==> src/rtl/sat_div_pkg.sv <==
package sat_div_pkg;
  // strobes from the sequencer to the datapath
  typedef struct packed {
    logic load;    // capture operands, set up magnitudes
    logic step;    // one restoring shift-subtract iteration
    logic finish;  // saturate and register the result
  } ctlStrobes_t;
endpackage

==> src/rtl/sat_div_ctrl.sv <==
module sat_div_ctrl
  import sat_div_pkg::*;
#(
  parameter int W = 32
) (
  input  logic        clk,
  input  logic        rstN,
  input  logic        start,
  input  logic        inZero,
  output ctlStrobes_t ctl,
  output logic        busy,
  output logic        done
);
  localparam int STEPS = 2 * W;
  localparam int CW    = $clog2(STEPS + 1);
  localparam logic [CW-1:0] LAST = CW'(STEPS - 1);

  typedef enum logic [1:0] {S_IDLE, S_RUN, S_FIN} state_t;
  state_t state, stateNext;
  logic [CW-1:0] stepCnt;

  always_comb begin
    stateNext  = state;
    ctl        = '0;
    unique case (state)
      S_IDLE: if (start) begin
        ctl.load  = 1'b1;
        stateNext = inZero ? S_FIN : S_RUN;
      end
      S_RUN: begin
        ctl.step = 1'b1;
        if (stepCnt == LAST) stateNext = S_FIN;
      end
      S_FIN: begin
        ctl.finish = 1'b1;
        stateNext  = S_IDLE;
      end
      default: stateNext = S_IDLE;
    endcase
  end

  always_ff @(posedge clk or negedge rstN) begin
    if (!rstN) begin
      state   <= S_IDLE;
      stepCnt <= '0;
      done    <= 1'b0;
    end else begin
      state <= stateNext;
      done  <= ctl.finish;
      if (ctl.load)      stepCnt <= '0;
      else if (ctl.step) stepCnt <= stepCnt + 1'b1;
    end
  end

  assign busy = (state != S_IDLE);
endmodule

==> src/rtl/sat_div_dp.sv <==
module sat_div_dp
  import sat_div_pkg::*;
#(
  parameter int W = 32
) (
  input  logic         clk,
  input  logic         rstN,
  input  ctlStrobes_t  ctl,
  input  logic         opSigned,
  input  logic [W-1:0] hiWord,
  input  logic [W-1:0] opA,
  input  logic [W-1:0] opB,
  output logic         inZero,
  output logic [W-1:0] quotient,
  output logic         overflow,
  output logic         divZero
);
  localparam int DW = 2 * W;
  localparam logic [DW-1:0] ONE_D   = DW'(1);
  localparam logic [W-1:0]  ONE_W   = W'(1);
  localparam logic [W-1:0]  POS_MAX = {1'b0, {(W-1){1'b1}}};
  localparam logic [W-1:0]  NEG_MIN = {1'b1, {(W-1){1'b0}}};
  localparam logic [DW-1:0] DVD_MIN = {1'b1, {(DW-1){1'b0}}};
  localparam logic [DW-1:0] NEG_LIM = {{W{1'b0}}, NEG_MIN};

  // operand conditioning
  logic [DW-1:0] dvdIn, dvdMag;
  logic [W-1:0]  dsrMag;
  logic          dvdNeg, dsrNeg;

  assign dvdIn  = {hiWord, opA};
  assign dvdNeg = opSigned & dvdIn[DW-1];
  assign dsrNeg = opSigned & opB[W-1];
  assign dvdMag = dvdNeg ? (~dvdIn + ONE_D) : dvdIn;
  assign dsrMag = dsrNeg ? (~opB + ONE_W) : opB;
  assign inZero = (opB == '0);

  // iteration state
  logic [W-1:0]  remR, dsrR;
  logic [DW-1:0] quoR;
  logic          sgnR, negQR, minR, dsrNegR, zeroR;

  logic [W:0]    shifted, trial;
  logic          takeBit;

  assign shifted = {remR, quoR[DW-1]};
  assign trial   = shifted - {1'b0, dsrR};
  assign takeBit = ~trial[W];

  always_ff @(posedge clk or negedge rstN) begin
    if (!rstN) begin
      remR <= '0; dsrR <= '0; quoR <= '0;
      sgnR <= 1'b0; negQR <= 1'b0; minR <= 1'b0; dsrNegR <= 1'b0; zeroR <= 1'b0;
    end else if (ctl.load) begin
      remR    <= '0;
      dsrR    <= dsrMag;
      quoR    <= dvdMag;
      sgnR    <= opSigned;
      negQR   <= dvdNeg ^ dsrNeg;
      minR    <= opSigned & (dvdIn == DVD_MIN);
      dsrNegR <= dsrNeg;
      zeroR   <= inZero;
    end else if (ctl.step) begin
      remR <= takeBit ? trial[W-1:0] : shifted[W-1:0];
      quoR <= {quoR[DW-2:0], takeBit};
    end
  end

  // saturation
  logic [W-1:0] resQ;
  logic         resOv;
  logic         hiClear;

  assign hiClear = (quoR[DW-1:W] == '0);

  always_comb begin
    resQ  = quoR[W-1:0];
    resOv = 1'b0;
    if (zeroR) begin
      resQ = '0;
    end else if (!sgnR) begin
      if (!hiClear) begin
        resQ  = '1;
        resOv = 1'b1;
      end
    end else if (minR) begin
      resQ  = dsrNegR ? POS_MAX : NEG_MIN;
      resOv = 1'b1;
    end else if (negQR) begin
      if (quoR <= NEG_LIM) resQ = ~quoR[W-1:0] + ONE_W;
      else begin
        resQ  = NEG_MIN;
        resOv = 1'b1;
      end
    end else if (!hiClear || quoR[W-1]) begin
      resQ  = POS_MAX;
      resOv = 1'b1;
    end
  end

  always_ff @(posedge clk or negedge rstN) begin
    if (!rstN) begin
      quotient <= '0;
      overflow <= 1'b0;
      divZero  <= 1'b0;
    end else if (ctl.finish) begin
      quotient <= resQ;
      overflow <= resOv;
      divZero  <= zeroR;
    end
  end
endmodule

==> src/rtl/sat_divider.sv <==
module sat_divider
  import sat_div_pkg::*;
#(
  parameter int W = 32
) (
  input  logic         clk,
  input  logic         rstN,
  input  logic         start,
  input  logic         opSigned,
  input  logic [W-1:0] hiWord,
  input  logic [W-1:0] opA,
  input  logic [W-1:0] opB,
  output logic         busy,
  output logic         done,
  output logic [W-1:0] quotient,
  output logic         overflow,
  output logic         divZero
);
  ctlStrobes_t ctl;
  logic        inZero;

  sat_div_ctrl #(.W(W)) u_ctrl (
    .clk(clk), .rstN(rstN), .start(start), .inZero(inZero),
    .ctl(ctl), .busy(busy), .done(done)
  );

  sat_div_dp #(.W(W)) u_dp (
    .clk(clk), .rstN(rstN), .ctl(ctl), .opSigned(opSigned),
    .hiWord(hiWord), .opA(opA), .opB(opB), .inZero(inZero),
    .quotient(quotient), .overflow(overflow), .divZero(divZero)
  );
endmodule

==> config.mk <==
export PLATFORM = sky130hd
export DESIGN_NAME = sat_divider
export DESIGN_NICKNAME = d
export VERILOG_FILES = /design/src/rtl/sat_div_pkg.sv /design/src/rtl/sat_div_ctrl.sv /design/src/rtl/sat_div_dp.sv /design/src/rtl/sat_divider.sv
export SDC_FILE = /design/constraint.sdc
export NUM_CORES = 1
export LEC_CHECK = 0
export CAP_MARGIN = 10
export CELL_PAD_IN_SITES_DETAIL_PLACEMENT = 1
export CELL_PAD_IN_SITES_GLOBAL_PLACEMENT = 1
export CORE_AREA = 2 2 166 168
export CTS_CLUSTER_DIAMETER = 150
export CTS_CLUSTER_SIZE = 8
export DETAILED_ROUTE_END_ITERATION = 8
export DIE_AREA = 0 0 168 170
export PLACE_DENSITY_LB_ADDON = 0.1
export SETUP_SLACK_MARGIN = 0.4
export SLEW_MARGIN = 10
export SYNTH_ARGS = -nofsm -noshare
export SYNTH_HDL_FRONTEND = slang
export SYNTH_SLANG_ARGS = --single-unit
==> constraint.sdc <==
create_clock -name clk -period 8.9 [get_ports clk]
set_input_delay 2.67 -clock clk [delete_from_list [all_inputs] [get_ports clk]]
set_output_delay 2.67 -clock clk [all_outputs]
set_load 0.1 [all_outputs]
# [Word-level counts from Yosys, hierarchy flattened]
# Index checks and enable logic that the tools add are counted.
[totals] in_bits=100 register_bits=177 out_inout_bits=36 word_cells=74
[op_classes] n_mux=32 n_reduce_logical=8 magnitude_cmp=1 addsub=5 n_eq_ne=6 n_bitwise=8
[ops] operator="$mux 32" count=12
[ops] operator="$mux 64" count=3
[ops] operator="$add 32x1->32 const B" count=2
[ops] operator="$add 64x1->64 const B" count=1
[ops] operator="$eq 64x64->1 const B" count=1
[ops] operator="$le 64x32->1 const B" count=1
[ops] operator="$logic_not 32->1" count=2
[ops] operator="$not 32->32" count=2
[ops] operator="$not 64->64" count=1
[ops] operator="$sub 33x32->33" count=1
[ops] operator="$mux 7" count=2
[ops] operator="$mux 1" count=11
[ops] operator="$add 7x1->7 const B" count=1
[ops] operator="$eq 7x6->1 const B" count=1
[ops] operator="$mux 2" count=3
[ops] operator="$pmux 2 s2" count=1
[ops] operator="$reduce_bool 2->1" count=2
[ops] operator="$and 1x1->1" count=3
[ops] operator="$eq 2x1->1 const B" count=1
[ops] operator="$eq 2x2->1 const B" count=1
[ops] operator="$logic_not 2->1" count=1
[ops] operator="$ne 2x1->1 const B" count=1
[ops] operator="$ne 2x2->1 const B" count=1
[ops] operator="$reduce_and 2->1" count=1
[ops] operator="4 further kinds" count=4

# [Longest topological paths before layout]
# Gate-level depths: netlist (run 1).
[depth] word_depth=8 depth_mapped=14 mapped_depth_nobuf=13

# [Modules after synthesis]
# A second synthesis (run 1) with hierarchy kept.
[unflattened] cells_unflattened=1623 area_unflattened_um2=13101.3
[by_module_without_submodules] mod="sat_div_dp" seq_area_each_um2=4179.0 area_each_um2=12618.4 cells_each=1575 n_inst=1
[by_module_without_submodules] mod="sat_div_ctrl" seq_area_each_um2=250.2 area_each_um2=483.0 cells_each=48 n_inst=1

# [Worst setup path after synthesis (run 1)]
# Ideal clock, no wire load.
[synth_path] path_type="input to register" startpoint="input opA[16]" endpoint="register u_dp.quoR[60]" t_arrival_ns=4.668 t_required_ns=8.771 path_stages=9 slack_ns=4.103 n_path_buf=0 setup_ns=0.129 cell_sequence="or4_4 > or4b_4 > nor3_4 > and3_1 > nand2_2 > nor2_4 > a211oi_1 > a41oi_1 > nand3_1"
[synth_between] elab_chain_cells=4
[synth_lines] element="from (decl)" line="sat_divider.sv:11" source="input logic [W-1:0] opA,"
[synth_lines] element="$not 64->64" line="sat_div_dp.sv:34" source="assign dvdMag = dvdNeg ? (~dvdIn + ONE_D) : dvdIn;"
[synth_lines] element="$add 64x1->64" line="sat_div_dp.sv:34"
[synth_lines] element="$mux 64" line="sat_div_dp.sv:34"
[synth_lines] element="$mux 64" line="sat_div_dp.sv:54" source="end else if (ctl.load) begin"
[synth_lines] element="to (signal assigned)" line="sat_div_dp.sv:57" source="quoR <= dvdMag;"
[synth_lines] element="to (signal assigned)" line="sat_div_dp.sv:65" source="quoR <= {quoR[DW-2:0], takeBit};"
[synth_lines] element="to (decl)" line="sat_div_dp.sv:40" source="logic [DW-1:0] quoR;"
# No other way between the ends.
# A chain may end at the register's enable or synchronous reset.

# [Final worst setup path (run 1)]
[layout_path] startpoint="input opA[0]" endpoint="register u_dp.quoR[54]"
# The elaborated chain is that of the path after synthesis.

==> reports/qor.csv, run 1 <==
metric;value;unit
synthFlopType;dfrtp_1;
htree_levels;4;
avgSynthCellArea;8.17;um^2
grt_pass1_vias;11900;
async_reset_ff_share;100;%
worstMarginPinSlew;1.15;ns
end_kind;register;
fmax;183;MHz
power;0.00530;W
fin_area;0.0145;mm^2
grtUsageTotal;27.2;%
cp_common_cell;nor2_1;
layout_setup_ws;3.43;ns
synth.cell_area;0.0124;mm^2
synthToLayoutAreaGrowth;17.0;%
synthAdderAreaFrac;3.79;%
netlist_top_cells_area;dfrtp_1 36%, o21ai_0 6.0%, nand2_1 5.6%, a21oi_1 5.4%, xor2_1 4.0%;
path_clk_slew;0.07;ns
via_count;11900;
rows;60;
hold_class;reg -> reg;
fp.dieH;170;um
start_util;46.6;%
synth_area_leader_cell;dfrtp_1;
drt-initial-drc-count;705;
p_int;0.00277;W
clk_latency;0.44;ns
synth_most_common_cell;nand2_1;
cts_resized;0;
leakage;5.89;nW
detail-route-antenna-nets;0;
root_buffer;clkbuf_16;
ys_ff_latch;177;
synth_top_family_by_area;compound AO/OA/AOI/OAI gates;
portBuffers;135;
synth_seq_area_share;35.7;%
cts_tree;built;
grt_max_degree;115;
synth-simple-area-share;19.6;%
p_clk_share;14.3;%
cts_buffers;17;
pin_count;136;
sw_frac_of_total;47.7;%
cp_data_required_time;9.22;ns
critical_path.cell_chain;clkdlybuf4s50_1 -> inv_1 -> ha_1 -> nor3b_1 -> nand3b_1 -> nor2_1 -> and3_1 -> nand2_2 -> nor2_1 -> a211oi_1 -> a31oi_1 -> nand2_1;
core_area;0.0267;mm^2
worstSetupPathType;in -> reg;
yosys_warnings;0;
dieArea;0.0286;mm^2
drv_slew;0;
synth_edf_count;0;
hpwl;27.3;mm
startpoint_type;primary input;
nets;1735;
cts_setup_buffers;0;
p_per_area;365;mW/mm^2
cts.path.max_buffers;2;
rsz0062_at_grt;no;
synthMuxAreaShare;1.14;%
grt_overflow_total;0;
via_per_inst;6.08;
placedInstanceArea;0.0139;mm^2
cp_max_fo;6;
setup_violations;0;
drv_cap;0;
min_period;5.47;ns
place_ws;3.11;ns
synthTopCellsByCount;185 x nand2_1, 177 x dfrtp_1, 149 x o21ai_0;
die_x;168;um
cp_data_arrival_time;5.79;ns
comb_power_share;56.8;%
finClkSkew;0.0159;ns
cts.sinks;177;
relSlewSlack;23.6;%
hold_viol_final;0;
max_stage_delay;0.64;ns
vdd_drop_max;0.000208;V
firstDrtPassIters;5;
drive_above_1_share;5.78;%
wl_per_cell;19.8;um
cp_slowest_cell;nor3b_1;
drc;0;
synth_fp_nets;1656;
synth_compound_gate_area_share;27.4;%
tns;0;ns
gp_congestion;0.867;
cts_hold_buf;0;
finalWirelength;38.6;mm
grt_antenna_before_repair;0;
synth_xor_xnor_area_share;7.55;%
final_core_util;54.5;%
pwr-share-seq;28.9;%
period_share;61.5;%
synthDistinctLibCells;84;
p_sw;0.00253;W
status;finished, final reports clean;
synthCells;1519;
synth_top_cell_area_share;35.7;%
grt_first_pass_wirelength;62.9;mm
-- power groups by stage --
stage / clock network, W / logic, W / registers, W
2_1_floorplan: 0 / 0.00236 / 0.00139
3_3_place_gp: 0 / 0.00286 / 0.00151
3_5_place_dp: 0 / 0.00298 / 0.00152
4_1_cts: 0.000771 / 0.00301 / 0.00151
5_1_grt: 0.000800 / 0.00339 / 0.00157
6_report: 0.000756 / 0.00301 / 0.00153
-- worst max-delay path, delay by kind of cell --
kind | cells | cell delay [ns]
and+or+nand+nor | 7 | 2.08
buffers and inverters | 2 | 0.56
AOI/OAI and AO/OA | 2 | 0.32
adders and majority gates | 1 | 0.16
-- flip-flops by register name, indices dropped and copies added (netlist names) --
name,flops
u_ctrl.done,1
u_ctrl.state,2
u_ctrl.stepCnt,7
u_dp.divZero,1
u_dp.dsrNegR,1
u_dp.dsrR,32
u_dp.minR,1
u_dp.negQR,1
u_dp.overflow,1
u_dp.quoR,64
u_dp.quotient,32
u_dp.remR,32
u_dp.sgnR,1
u_dp.zeroR,1
-- placed cells by master, fill, tap and decap left out, drive strengths merged, types with 36 or more instances in the layout --
cell type	count
a22oi	47
nand3	36
a21oi	143
dfrtp	177
xor2	56
o21ai	199
clkdlybuf4s50	134
xnor2	51
ha	36
inv	61
nor3	41
nor2	104
nand2	188
-- cells by family after synthesis --
family,count (synthesis)
multiplexers,14
AND/OR/NAND/NOR,492
XOR/XNOR,107
flip-flops,177
adder cells (fa/ha/maj),37
AO/OA/AOI/OAI,543
buffers and inverters,149
-- per-stage QoR --
| step | hold WS, ns | std cells |
|---|---|---|
| after floorplan | 0.446 | 1519 |
| after global placement | 0.449 | 1920 |
| after detailed placement | 0.464 | 1920 |
| after CTS | 0.479 | 1951 |
| after global routing | 0.498 | 1951 |
| final | 0.471 | 1952 |
-- final timing paths --
kind,cells past startpoint,endpoint,slack [ns],startpoint
worst max-delay path,12,u_dp.quoR[54]$_DFFE_PN0P_,3.43,opA[0]
worst min-delay path,2,u_dp.quotient[7]$_DFFE_PN0P_,0.47,u_dp.quotient[7]$_DFFE_PN0P_
worst max register to register,14,u_dp.remR[27]$_DFFE_PN0P_,4.37,u_dp.quoR[63]$_DFFE_PN0P_
worst min register to register,2,u_dp.quotient[7]$_DFFE_PN0P_,0.47,u_dp.quotient[7]$_DFFE_PN0P_
max in group asynchronous,2,u_ctrl.stepCnt[2]$_DFFE_PN0P_,4.98,rstN
min in group asynchronous,1,u_dp.dsrR[5]$_DFFE_PN0P_,2.36,rstN
-- final cells by class --
type | instances | area [um^2]
well taps | 341 | 427
clock buffers | 22 | 464
flip-flops and latches | 177 | 4430
fillers | 3187 | 12100
diodes | 1 | 2.50
multi-input cells | 1193 | 7400
repair buffers | 147 | 1440
inverters | 62 | 233
clock inverters | 9 | 109
-- metal layers --
metal	GRT usage, %	vias up	part of all wire [%]
met1	37.0	5925	47
met4	8.05	0	1.5
met3	2.91	40	3.1
met2	45.9	243	48
met5	0	-	0
li1	-	5654	-
Power figures use the tool's default switching activity.
==> run 2, diff against run 1 <==
Settings changed: CORE_AREA 2 2 166 168 to 2 2 182 184, DIE_AREA 0 0 168 170 to 0 0 184 186.
Clock period 8.9 ns to 4.5 ns, I/O delays scaled along.
==> reports/qor.csv, run 2 (synthesis gave the netlist of run 1 again) <==
metric;value;unit;change
cts.sinks;177;;unchanged
top_register;u_dp.quoR;;
cp_data_arrival_time;4.20;ns;-1.59 ns
fmax;261;MHz;
cts_tree;built;;
fp.dieH;186;um;+9.4%
rsz0062_at_grt;no;;
dp_cells;2008;;+4.6%
reg2reg_depth;14;;unchanged
p_int;0.00549;W;+98%
vdd_drop_max;0.000366;V;+76%
root_buffer;clkbuf_16;;
whs_path_depth;2;;unchanged
tns;0;ns;unchanged
final_common_cell;nand2_1;;
drc;0;;unchanged
hold_class;reg -> reg;;
detail-route-antenna-nets;0;;unchanged
rrSetupSlack;0.70;ns;-3.67 ns
relSlewSlack;24.9;%;+1.4 points
wl_per_cell;19.5;um;-1.4%
cts.path.max_buffers;2;;unchanged
die_x;184;um;+9.5%
via_count;11800;;-0.89%
gp_congestion;0.816;;-5.9%
drt-initial-drc-count;684;;-3.0%
wl_met2;18.1;mm;-2.3%
r2r_start;u_dp.quoR[63]$_DFFE_PN0P_;;
cp_max_fo;5;;-1
p_sw;0.00510;W;+100%
grt_first_pass_wirelength;65.4;mm;+4.0%
drv_cap;0;;unchanged
min_from;u_dp.quotient[14]$_DFFE_PN0P_;;
grt_antenna_before_repair;0;;unchanged
hpwl;29.1;mm;+6.4%
start_util;38.5;%;-8.0 points
largest_reg_flops;64;;unchanged
startpoint_type;primary input;;
setup_violations;0;;unchanged
finalWirelength;39.8;mm;+3.1%
leakage;6.00;nW;+1.9%
drive_above_1_share;7.29;%;+1.5 points
via_per_inst;5.76;;-5.2%
grt_overflow_total;0;;unchanged
p_clk_share;14.0;%;-0.3 points
instances_no_fill;2041;;+4.6%
rows;66;;+10%
end_kind;register;;
path_clk_slew;0.07;ns;about the same
min_period;3.83;ns;
r2r-end;u_dp.remR[27]$_DFFE_PN0P_;;
grtUsageTotal;24.0;%;-3.2 points
finClkSkew;0.0127;ns;-0.00319 ns
pwr-share-seq;28.5;%;-0.4 points
nets;1757;;+1.3%
worstSetupPathType;in -> reg;;
cp_data_required_time;4.87;ns;-4.35 ns
period_share;85.1;%;
status;finished, final reports clean;;
pin_count;136;;unchanged
grt_max_degree;75;;-35%
firstDrtPassIters;5;;unchanged
top_layer_used;met4;;
drv_slew;0;;unchanged
hold_viol_final;0;;unchanged
comb_power_share;57.4;%;+0.6 points
portBuffers;135;;unchanged
met1Wirelength;19.6;mm;+7.4%
worstMarginPinSlew;1.13;ns;-0.0203 ns
cts_hold_buf;0;;unchanged
holdWs;0.465;ns;-0.00584 ns
grt_pass1_vias;12200;;+1.7%
cts_buffers;17;;unchanged
htree_levels;4;;unchanged
sw_frac_of_total;48.2;%;+0.43 points
whs_endpoint;u_dp.quotient[14]$_DFFE_PN0P_;;
wl_met3;1.41;mm;+17%
core_area;0.0322;mm^2;+21%
final_cell_mix;184 x nand2_1, 177 x dfrtp_1, 149 x o21ai_0;;
clk_latency;0.45;ns;about the same
dieArea;0.0342;mm^2;+20%
synthToLayoutAreaGrowth;19.2;%;
p_per_area;716;mW/mm^2;+96%
n_antenna_cell;0;;-1
[run 2: changes by cell type in the layout (fill, tap and decap cells not counted), moves of 2 or more]
cell | before | now
clkinvlp_4 | 1 | 3
clkinv_2 | 3 | 0
inv_8 | 0 | 4
buf_4 | 12 | 32
inv_6 | 0 | 3
clkbuf_1 | 3 | 0
buf_12 | 0 | 2
bufinv_16 | 2 | 0
clkbuf_8 | 2 | 0
[run 2: timing repair]
action	in CTS	in global routing
setup buffers	0	1
endpoints found under the hold margin	0	0
endpoints found under the setup margin	0	6
gates resized for setup	0	2
[run 2: worst max-delay path: stages]
cell,delay [ns]
clkdlybuf4s50_1,0.46
or4_4,0.59
nor4_2,0.30
nand2_1,0.20
nor4_4,0.25
nand2_2,0.15
nor2_2,0.17
nand3b_1,0.14
or3b_1,0.42
a21oi_1,0.16
[run 2: metal layers]
layer | GRT usage, % | up-vias
li1 | - | 5699
met1 | 33.5 | 5790
met2 | 39.1 | 231
met3 | 3.23 | 36
met4 | 6.24 | 0
met5 | 0 | -
[run 2: layout make-up]
| cell class | count | area (um^2) |
|---|---|---|
| fillers | 3845 | 17400 |
| repair buffers | 169 | 1630 |
| inverters | 62 | 233 |
| clock buffers | 17 | 425 |
| multi-input cells | 1193 | 7410 |
| well taps | 408 | 510 |
| clock inverters | 15 | 145 |
| flip-flops and latches | 177 | 4430 |
[run 2: worst max path at each step]
stage                                  endpoint  slack (ns)  depth (start not counted)                      start
global route           u_dp.remR[4]$_DFFE_PN0P_        0.43                         14  u_dp.quoR[63]$_DFFE_PN0P_
detailed placement    u_dp.dsrR[29]$_DFFE_PN0P_        0.13                         10                     opB[5]
global placement      u_dp.dsrR[29]$_DFFE_PN0P_        0.23                         10                     opB[5]
floorplan             u_dp.quoR[60]$_DFFE_PN0P_        1.02                          9                    opA[16]
finish              u_ctrl.state[1]$_DFFE_PN0P_        0.67                         10                     opB[5]
CTS                   u_dp.dsrR[29]$_DFFE_PN0P_        0.60                         10                     opB[5]
[run 2: per-stage QoR]
| stage | utilization [%] | area [um^2] | worst slack [ns] | power, W |
|---|---|---|---|---|
| 2_1_floorplan | - | 12400 | 1.02 | 0.00740 |
| 3_3_place_gp | 44.0 | 14200 | 0.233 | 0.00880 |
| 3_5_place_dp | 44.0 | 14200 | 0.128 | 0.00904 |
| 4_1_cts | 45.8 | 14800 | 0.602 | 0.0106 |
| 5_1_grt | 45.9 | 14800 | 0.432 | 0.0116 |
| 6_report | 45.9 | 14800 | 0.669 | 0.0106 |
[run 2: power groups by stage]
stage / combinational (W) / clock (W) / sequential [W]
finish: 0.00608 / 0.00148 / 0.00302
global route: 0.00689 / 0.00159 / 0.00312
CTS: 0.00604 / 0.00152 / 0.00300
detailed placement: 0.00601 / 0 / 0.00303
global placement: 0.00580 / 0 / 0.00300
floorplan: 0.00466 / 0 / 0.00274
